### config.mk
export PLATFORM = sky130hd
export DESIGN_NAME = padmux_bank
export DESIGN_NICKNAME = d
export VERILOG_FILES = /design/src/rtl/padmux_pkg.sv /design/src/rtl/padmux_ctrl.sv /design/src/rtl/padmux_dp.sv /design/src/rtl/padmux_bank.sv
export SDC_FILE = /design/constraint.sdc
export NUM_CORES = 1
export LEC_CHECK = 0
export BUFFER_PORTS_ARGS = -buffer_cell sky130_fd_sc_hd__buf_2
export CAP_MARGIN = 20
export CORE_ASPECT_RATIO = 1.5
export CORE_MARGIN = 1
export CORE_UTILIZATION = 40
export CTS_BUF_LIST = sky130_fd_sc_hd__clkbuf_2 sky130_fd_sc_hd__clkbuf_4 sky130_fd_sc_hd__clkbuf_8
export DETAILED_ROUTE_END_ITERATION = 10
export PLACE_DENSITY = 0.6
export SYNTH_ARGS = -nofsm -noshare
export SYNTH_HDL_FRONTEND = slang
export SYNTH_SLANG_ARGS = --single-unit
export TNS_END_PERCENT = 1
### constraint.sdc
create_clock -name clk -period 1.92 [get_ports clk]
set_input_delay 0.192 -clock clk [delete_from_list [all_inputs] [get_ports clk]]
set_output_delay 0.192 -clock clk [all_outputs]
set_load 0.01 [all_outputs]
### src/rtl/padmux_pkg.sv
package padmux_pkg;
  localparam int PIN_IDX_W = 5;

  localparam logic [7:0] OFF_PULLUP = 8'h80;
  localparam logic [7:0] OFF_PULLDN = 8'h84;
  localparam logic [7:0] OFF_SLEW   = 8'h88;
  localparam logic [7:0] OFF_DRVLO  = 8'h8C;
  localparam logic [7:0] OFF_DRVHI  = 8'h90;
  localparam logic [7:0] OFF_ODRAIN = 8'h94;
  localparam logic [7:0] OFF_AVAIL  = 8'h98;

  typedef enum logic [3:0] {
    RS_NONE, RS_MUX, RS_PULLUP, RS_PULLDN, RS_SLEW,
    RS_DRVLO, RS_DRVHI, RS_ODRAIN, RS_AVAIL
  } rdSel_e;

  typedef struct packed {
    logic                 wrMux;
    logic                 wrPullUp;
    logic                 wrPullDn;
    logic                 wrSlew;
    logic                 wrDrvLo;
    logic                 wrDrvHi;
    logic                 wrODrain;
    logic [PIN_IDX_W-1:0] pinIdx;
    rdSel_e               rdSel;
    logic                 rdStb;
  } bankStrobe_t;
endpackage

### src/rtl/padmux_ctrl.sv
module padmux_ctrl
  import padmux_pkg::*;
#(
  parameter int NUM_PINS = 32
) (
  input  logic [7:0]  busAddr,
  input  logic        busWrEn,
  input  logic        busRdEn,
  output bankStrobe_t strobe
);
  localparam logic [5:0] PIN_LIMIT = 6'(NUM_PINS);

  logic aligned;
  logic inMuxWin;

  assign aligned  = (busAddr[1:0] == 2'b00);
  assign inMuxWin = aligned && !busAddr[7] && ({1'b0, busAddr[6:2]} < PIN_LIMIT);

  always_comb begin
    strobe        = '0;
    strobe.rdSel  = RS_NONE;
    strobe.pinIdx = busAddr[6:2];
    strobe.rdStb  = busRdEn;
    if (inMuxWin) begin
      strobe.wrMux = busWrEn;
      strobe.rdSel = RS_MUX;
    end else if (aligned) begin
      case (busAddr)
        OFF_PULLUP: begin strobe.wrPullUp = busWrEn; strobe.rdSel = RS_PULLUP; end
        OFF_PULLDN: begin strobe.wrPullDn = busWrEn; strobe.rdSel = RS_PULLDN; end
        OFF_SLEW:   begin strobe.wrSlew   = busWrEn; strobe.rdSel = RS_SLEW;   end
        OFF_DRVLO:  begin strobe.wrDrvLo  = busWrEn; strobe.rdSel = RS_DRVLO;  end
        OFF_DRVHI:  begin strobe.wrDrvHi  = busWrEn; strobe.rdSel = RS_DRVHI;  end
        OFF_ODRAIN: begin strobe.wrODrain = busWrEn; strobe.rdSel = RS_ODRAIN; end
        OFF_AVAIL:  strobe.rdSel = RS_AVAIL;
        default:    strobe.rdSel = RS_NONE;
      endcase
    end
  end
endmodule

### src/rtl/padmux_dp.sv
module padmux_dp
  import padmux_pkg::*;
#(
  parameter int                  NUM_PINS  = 32,
  parameter int                  SEL_W     = 4,
  parameter logic [NUM_PINS-1:0] AVAIL_MAP = '1
) (
  input  logic                        clk,
  input  logic                        rstN,
  input  bankStrobe_t                 strobe,
  input  logic [31:0]                 busWdata,
  output logic [31:0]                 busRdata,
  output logic                        busRdValid,
  output logic [NUM_PINS*SEL_W-1:0]   padMuxSel,
  output logic [NUM_PINS-1:0]         padPullUp,
  output logic [NUM_PINS-1:0]         padPullDown,
  output logic [NUM_PINS-1:0]         padSlew,
  output logic [NUM_PINS-1:0]         padOpenDrain,
  output logic [2*NUM_PINS-1:0]       padDrive
);
  localparam int PINS_PER_DRV = 16;

  logic [SEL_W-1:0] selArr [NUM_PINS];

  for (genvar n = 0; n < NUM_PINS; n++) begin : g_pin
    localparam int  SLOT  = n % PINS_PER_DRV;
    localparam bit  UPPER = (n >= PINS_PER_DRV);
    if (AVAIL_MAP[n]) begin : g_live
      logic [SEL_W-1:0] selQ;
      logic             puQ, pdQ, slewQ, odQ;
      logic [1:0]       drvQ;
      logic             drvWr;
      assign drvWr = UPPER ? strobe.wrDrvHi : strobe.wrDrvLo;
      always_ff @(posedge clk or negedge rstN) begin
        if (!rstN) begin
          selQ  <= '0;
          puQ   <= 1'b0;
          pdQ   <= 1'b0;
          slewQ <= 1'b0;
          odQ   <= 1'b0;
          drvQ  <= 2'b00;
        end else begin
          if (strobe.wrMux && strobe.pinIdx == PIN_IDX_W'(n)) selQ <= busWdata[SEL_W-1:0];
          if (strobe.wrPullUp) puQ   <= busWdata[n];
          if (strobe.wrPullDn) pdQ   <= busWdata[n];
          if (strobe.wrSlew)   slewQ <= busWdata[n];
          if (strobe.wrODrain) odQ   <= busWdata[n];
          if (drvWr)           drvQ  <= busWdata[2*SLOT +: 2];
        end
      end
      assign selArr[n]                   = selQ;
      assign padPullUp[n]                = puQ;
      assign padPullDown[n]              = pdQ;
      assign padSlew[n]                  = slewQ;
      assign padOpenDrain[n]             = odQ;
      assign padDrive[2*n +: 2]          = drvQ;
    end else begin : g_absent
      assign selArr[n]                   = '0;
      assign padPullUp[n]                = 1'b0;
      assign padPullDown[n]              = 1'b0;
      assign padSlew[n]                  = 1'b0;
      assign padOpenDrain[n]             = 1'b0;
      assign padDrive[2*n +: 2]          = 2'b00;
    end
    assign padMuxSel[n*SEL_W +: SEL_W] = selArr[n];
  end

  logic [63:0] drvWide;
  logic [31:0] rdNext;
  logic [31:0] selWord;

  assign drvWide = 64'(padDrive);

  always_comb begin
    selWord = '0;
    for (int i = 0; i < NUM_PINS; i++) begin
      if (strobe.pinIdx == PIN_IDX_W'(i)) selWord = 32'(selArr[i]);
    end
  end

  always_comb begin
    case (strobe.rdSel)
      RS_MUX:    rdNext = selWord;
      RS_PULLUP: rdNext = 32'(padPullUp);
      RS_PULLDN: rdNext = 32'(padPullDown);
      RS_SLEW:   rdNext = 32'(padSlew);
      RS_ODRAIN: rdNext = 32'(padOpenDrain);
      RS_DRVLO:  rdNext = drvWide[31:0];
      RS_DRVHI:  rdNext = drvWide[63:32];
      RS_AVAIL:  rdNext = 32'(AVAIL_MAP);
      default:   rdNext = '0;
    endcase
  end

  always_ff @(posedge clk or negedge rstN) begin
    if (!rstN) begin
      busRdata   <= '0;
      busRdValid <= 1'b0;
    end else begin
      busRdValid <= strobe.rdStb;
      if (strobe.rdStb) busRdata <= rdNext;
    end
  end
endmodule

### src/rtl/padmux_bank.sv
module padmux_bank
  import padmux_pkg::*;
#(
  parameter int                  NUM_PINS  = 32,
  parameter int                  SEL_W     = 4,
  parameter logic [NUM_PINS-1:0] AVAIL_MAP = 32'hFFFF_7FEF
) (
  input  logic                      clk,
  input  logic                      rstN,
  input  logic [7:0]                busAddr,
  input  logic                      busWrEn,
  input  logic                      busRdEn,
  input  logic [31:0]               busWdata,
  output logic [31:0]               busRdata,
  output logic                      busRdValid,
  output logic [NUM_PINS*SEL_W-1:0] padMuxSel,
  output logic [NUM_PINS-1:0]       padPullUp,
  output logic [NUM_PINS-1:0]       padPullDown,
  output logic [NUM_PINS-1:0]       padSlew,
  output logic [NUM_PINS-1:0]       padOpenDrain,
  output logic [2*NUM_PINS-1:0]     padDrive
);
  bankStrobe_t strobe;

  padmux_ctrl #(.NUM_PINS(NUM_PINS)) ctrl_i (
    .busAddr (busAddr),
    .busWrEn (busWrEn),
    .busRdEn (busRdEn),
    .strobe  (strobe)
  );

  padmux_dp #(.NUM_PINS(NUM_PINS), .SEL_W(SEL_W), .AVAIL_MAP(AVAIL_MAP)) dp_i (
    .clk          (clk),
    .rstN         (rstN),
    .strobe       (strobe),
    .busWdata     (busWdata),
    .busRdata     (busRdata),
    .busRdValid   (busRdValid),
    .padMuxSel    (padMuxSel),
    .padPullUp    (padPullUp),
    .padPullDown  (padPullDown),
    .padSlew      (padSlew),
    .padOpenDrain (padOpenDrain),
    .padDrive     (padDrive)
  );
endmodule

==> results.yml <==
finish:
  final_common_cell: "buf_2"
  final_nets: 1921
  drive_gt1_share_pct: 52.2
  area_growth_pct: 26.1
  final_cell_mix: "buf_2, dfrtp_1, mux2_2"
  multi_input_area_um2: 7080
  final_area_um2: 21200
  final_cells: 2469
  fillers: 3786
  regArea_um2: 8330
timing:
  worstMarginPinSlew_ps: 1060
  fin_crit_ps: 1830
  rsz0062_at_grt: "false"
  period_share_pct: 95.1
  hold_ws_ps: 102
  slew_headroom_pct: 29.0
  fmax_mhz: 548
  setup_viol: 0
  hold_violations: 0
  final_max_slew_viol_count: 0
  finClkSkew_ps: 27.7
logic_synthesis:
  synthTopCellsByArea: "dfrtp_1, mux2_2, buf_4"
  synth-seq-cells: 333
  synth_edf_count: 0
  synth_mux_area_share_pct: 23.4
  yosys.area_share.simple_pct: 7.63
  synth-compound-area-share_pct: 10.3
  synth_area_um2: 16800
  synth.largest_area_cell: "dfrtp_1"
  ys_seq_area_share_pct: 49.5
  synth_fa_ha_area_share_pct: 0
  synth_cells: 1431
  async_flop_share_pct: 100
  yosysWarningCount: 0
  ys_types: 73
  synthXorXnorAreaFrac_pct: 0
  synth_top_family_by_area: "multiplexers"
  synthFlopType: "dfrtp_1"
  synth_top_area_share_pct: 49.5
  synth.avg_cell_area_um2: 11.8
critical_path:
  reg2reg_depth: 7
  cp_num_buf_inv: 1
  crit_path_max_fanout: 3
  cp-end-kind: "flip-flop"
  rr_startpoint: "dp_i.g_pin[12].g_live.selQ[3]$_DFFE_PN0P_"
  setup.worst_path.start_class: "flip-flop"
  regToRegSetupSlack_ps: 90
  crit_type: "flip-flop to flip-flop"
  critical_path_arrival_ps: 2350
  slowest_delay_ps: 360
  cp.required_ps: 2440
  r2r-end: "dp_i.busRdata[3]$_DFFE_PN0P_"
  crit_chain: "nor2b_1 -> o32ai_1 -> a31oi_1 -> o311ai_1 -> buf_4 -> a211o_1 -> a41oi_1"
  cp-startpoint: "dp_i.g_pin[12].g_live.selQ[3]$_DFFE_PN0P_"
  cp_top_family: "compound AO/OA/AOI/OAI gates"
  slowest_stage: "dfrtp_1"
cts:
  cts_root_buf: "clkbuf_8"
  clock_path_buffers: 3
  htree_levels: 2
  cts.sinks: 333
  cts_tree: "built"
  cts.reportedPaths.clkPinSlew_ps: 60
  clkLatencyLatePin_ps: 610
  cts_buffers: 51
placed_design:
  port_buffers: 376
  hpwl_um: 44200
  gp_congestion: 0.927
  placed_cells: 2352
  placed_area_um2: 19800
power_and_ir_drop:
  leakage_uw: 0.0113
  ir_drop_mv: 0.636
  power_uw: 16000
  pwr_density_cell_nw_per_um2: 754
die:
  dieWidth_um: 169
  std_cell_rows: 91
  die_area_um2: 42900
  io_pins: 397
  die_y_um: 253
  coreArea_um2: 41300
  initial_core_util_pct: 40.7
routing:
  remaining_drc_errors: 0
  drt_pass1_iterations: 7
  wl_um: 59100
  drtIter0Drc: 1062
  detail-route-antenna-nets: 0
  wl_per_cell_um: 23.9
  dr_total_vias: 13700
  via_per_inst: 5.53
grt:
  grt_antenna_before_repair: 1
  overflow: 0
  track_usage_pct: 27.4
  grt_max_degree: 52
  grt_first_pass_wirelength_um: 87800
  first_global_vias: 13900
run:
  cap_violations: 0
min_path:
  hp-class: "input port to async pin"
run_status:
  status: "completed"
[kinds of logic (layout without fill, tap and decap cells)]
| logic type | after synthesis | after routing |
|---|---|---|
| mux | 342 | 342 |
| flops | 333 | 333 |
| compound gates | 254 | 254 |
| simple gates | 252 | 252 |
| buf+inv | 249 | 709 |
| other cells | 1 | 21 |
[timing repair]
action                                  CTS  global route
gates resized for setup                   0             5
hold buffers                             30             0
endpoints found under the hold margin   470             0
endpoints found under the setup margin    0             2
setup buffers                             0             0
[Yosys cell counts, types with 4 or more instances]
master and n:
dfrtp_1 333, mux2_2 276, buf_4 141, nand2_1 82, o21ai_0 55, clkbuf_1 53, nor2_1 46, a21oi_1 45
mux2i_1 34, nand3_1 33, buf_2 32, mux2_4 30, a22oi_1 28, a22o_1 26, nor3_1 21, inv_1 14
o22ai_1 14, nor2b_1 13, a31oi_1 10, a211oi_1 9, nand2b_1 7, o211ai_1 7, or3_1 7, a32oi_1 6
buf_1 6, nand4_1 6, o221ai_1 6, o32ai_1 6, nor4_1 4, o311ai_0 4
[how the worst max path moves through the flow]
stage	endpoint	slack, ps	cells after the start
global placement	dp_i.busRdata[3]$_DFFE_PN0P_	-280	8
floorplan	dp_i.g_pin[14].g_live.selQ[0]$_DFFE_PN0P_	30	5
finish	dp_i.busRdata[3]$_DFFE_PN0P_	90	7
detailed placement	dp_i.busRdata[3]$_DFFE_PN0P_	-290	8
global route	dp_i.busRdata[0]$_DFFE_PN0P_	8	7
CTS	dp_i.busRdata[3]$_DFFE_PN0P_	40	6
[report_power, final]
group	switching (µW)	internal, µW
Combinational	1140	873
Clock	2820	3560
Sequential	291	7330
Total	4250	11800
[cell type report]
cell class              instances  area share [%]
flip-flops and latches        333            39.3
multi-input cells             868            33.4
repair buffers                609            18.7
clock buffers                  77            4.49
well taps                     558            3.29
clock inverters                 9           0.619
inverters                      14           0.248
diodes                          1          0.0118
[registers in the layout, summed over array words and instances (netlist names)]
signal                   cells
dp_i.busRdValid              1
dp_i.g_pin.g_live.slewQ     30
dp_i.g_pin.g_live.selQ     120
dp_i.g_pin.g_live.puQ       30
dp_i.g_pin.g_live.pdQ       30
dp_i.busRdata               32
dp_i.g_pin.g_live.drvQ      60
dp_i.g_pin.g_live.odQ       30
[per-layer routing]
layer | wire [µm] | vias to the layer above | GRT usage (%)
li1 | - | 5936 | -
met1 | 21900 | 6880 | 31.5
met2 | 30400 | 668 | 48.7
met3 | 3660 | 179 | 4.45
met4 | 3180 | 0 | 14.3
met5 | 0 | - | 0
[metrics by stage]
step	worst slack, ps	TNS (ps)	util, %
floorplan	32.3	0	-
global placement	-285	-24530	48.0
detailed placement	-294	-24810	48.0
CTS	35.4	0	51.3
global route	8.03	0	51.4
finish	94.4	0	51.4
No activity file was read; power rests on OpenSTA's default activity.
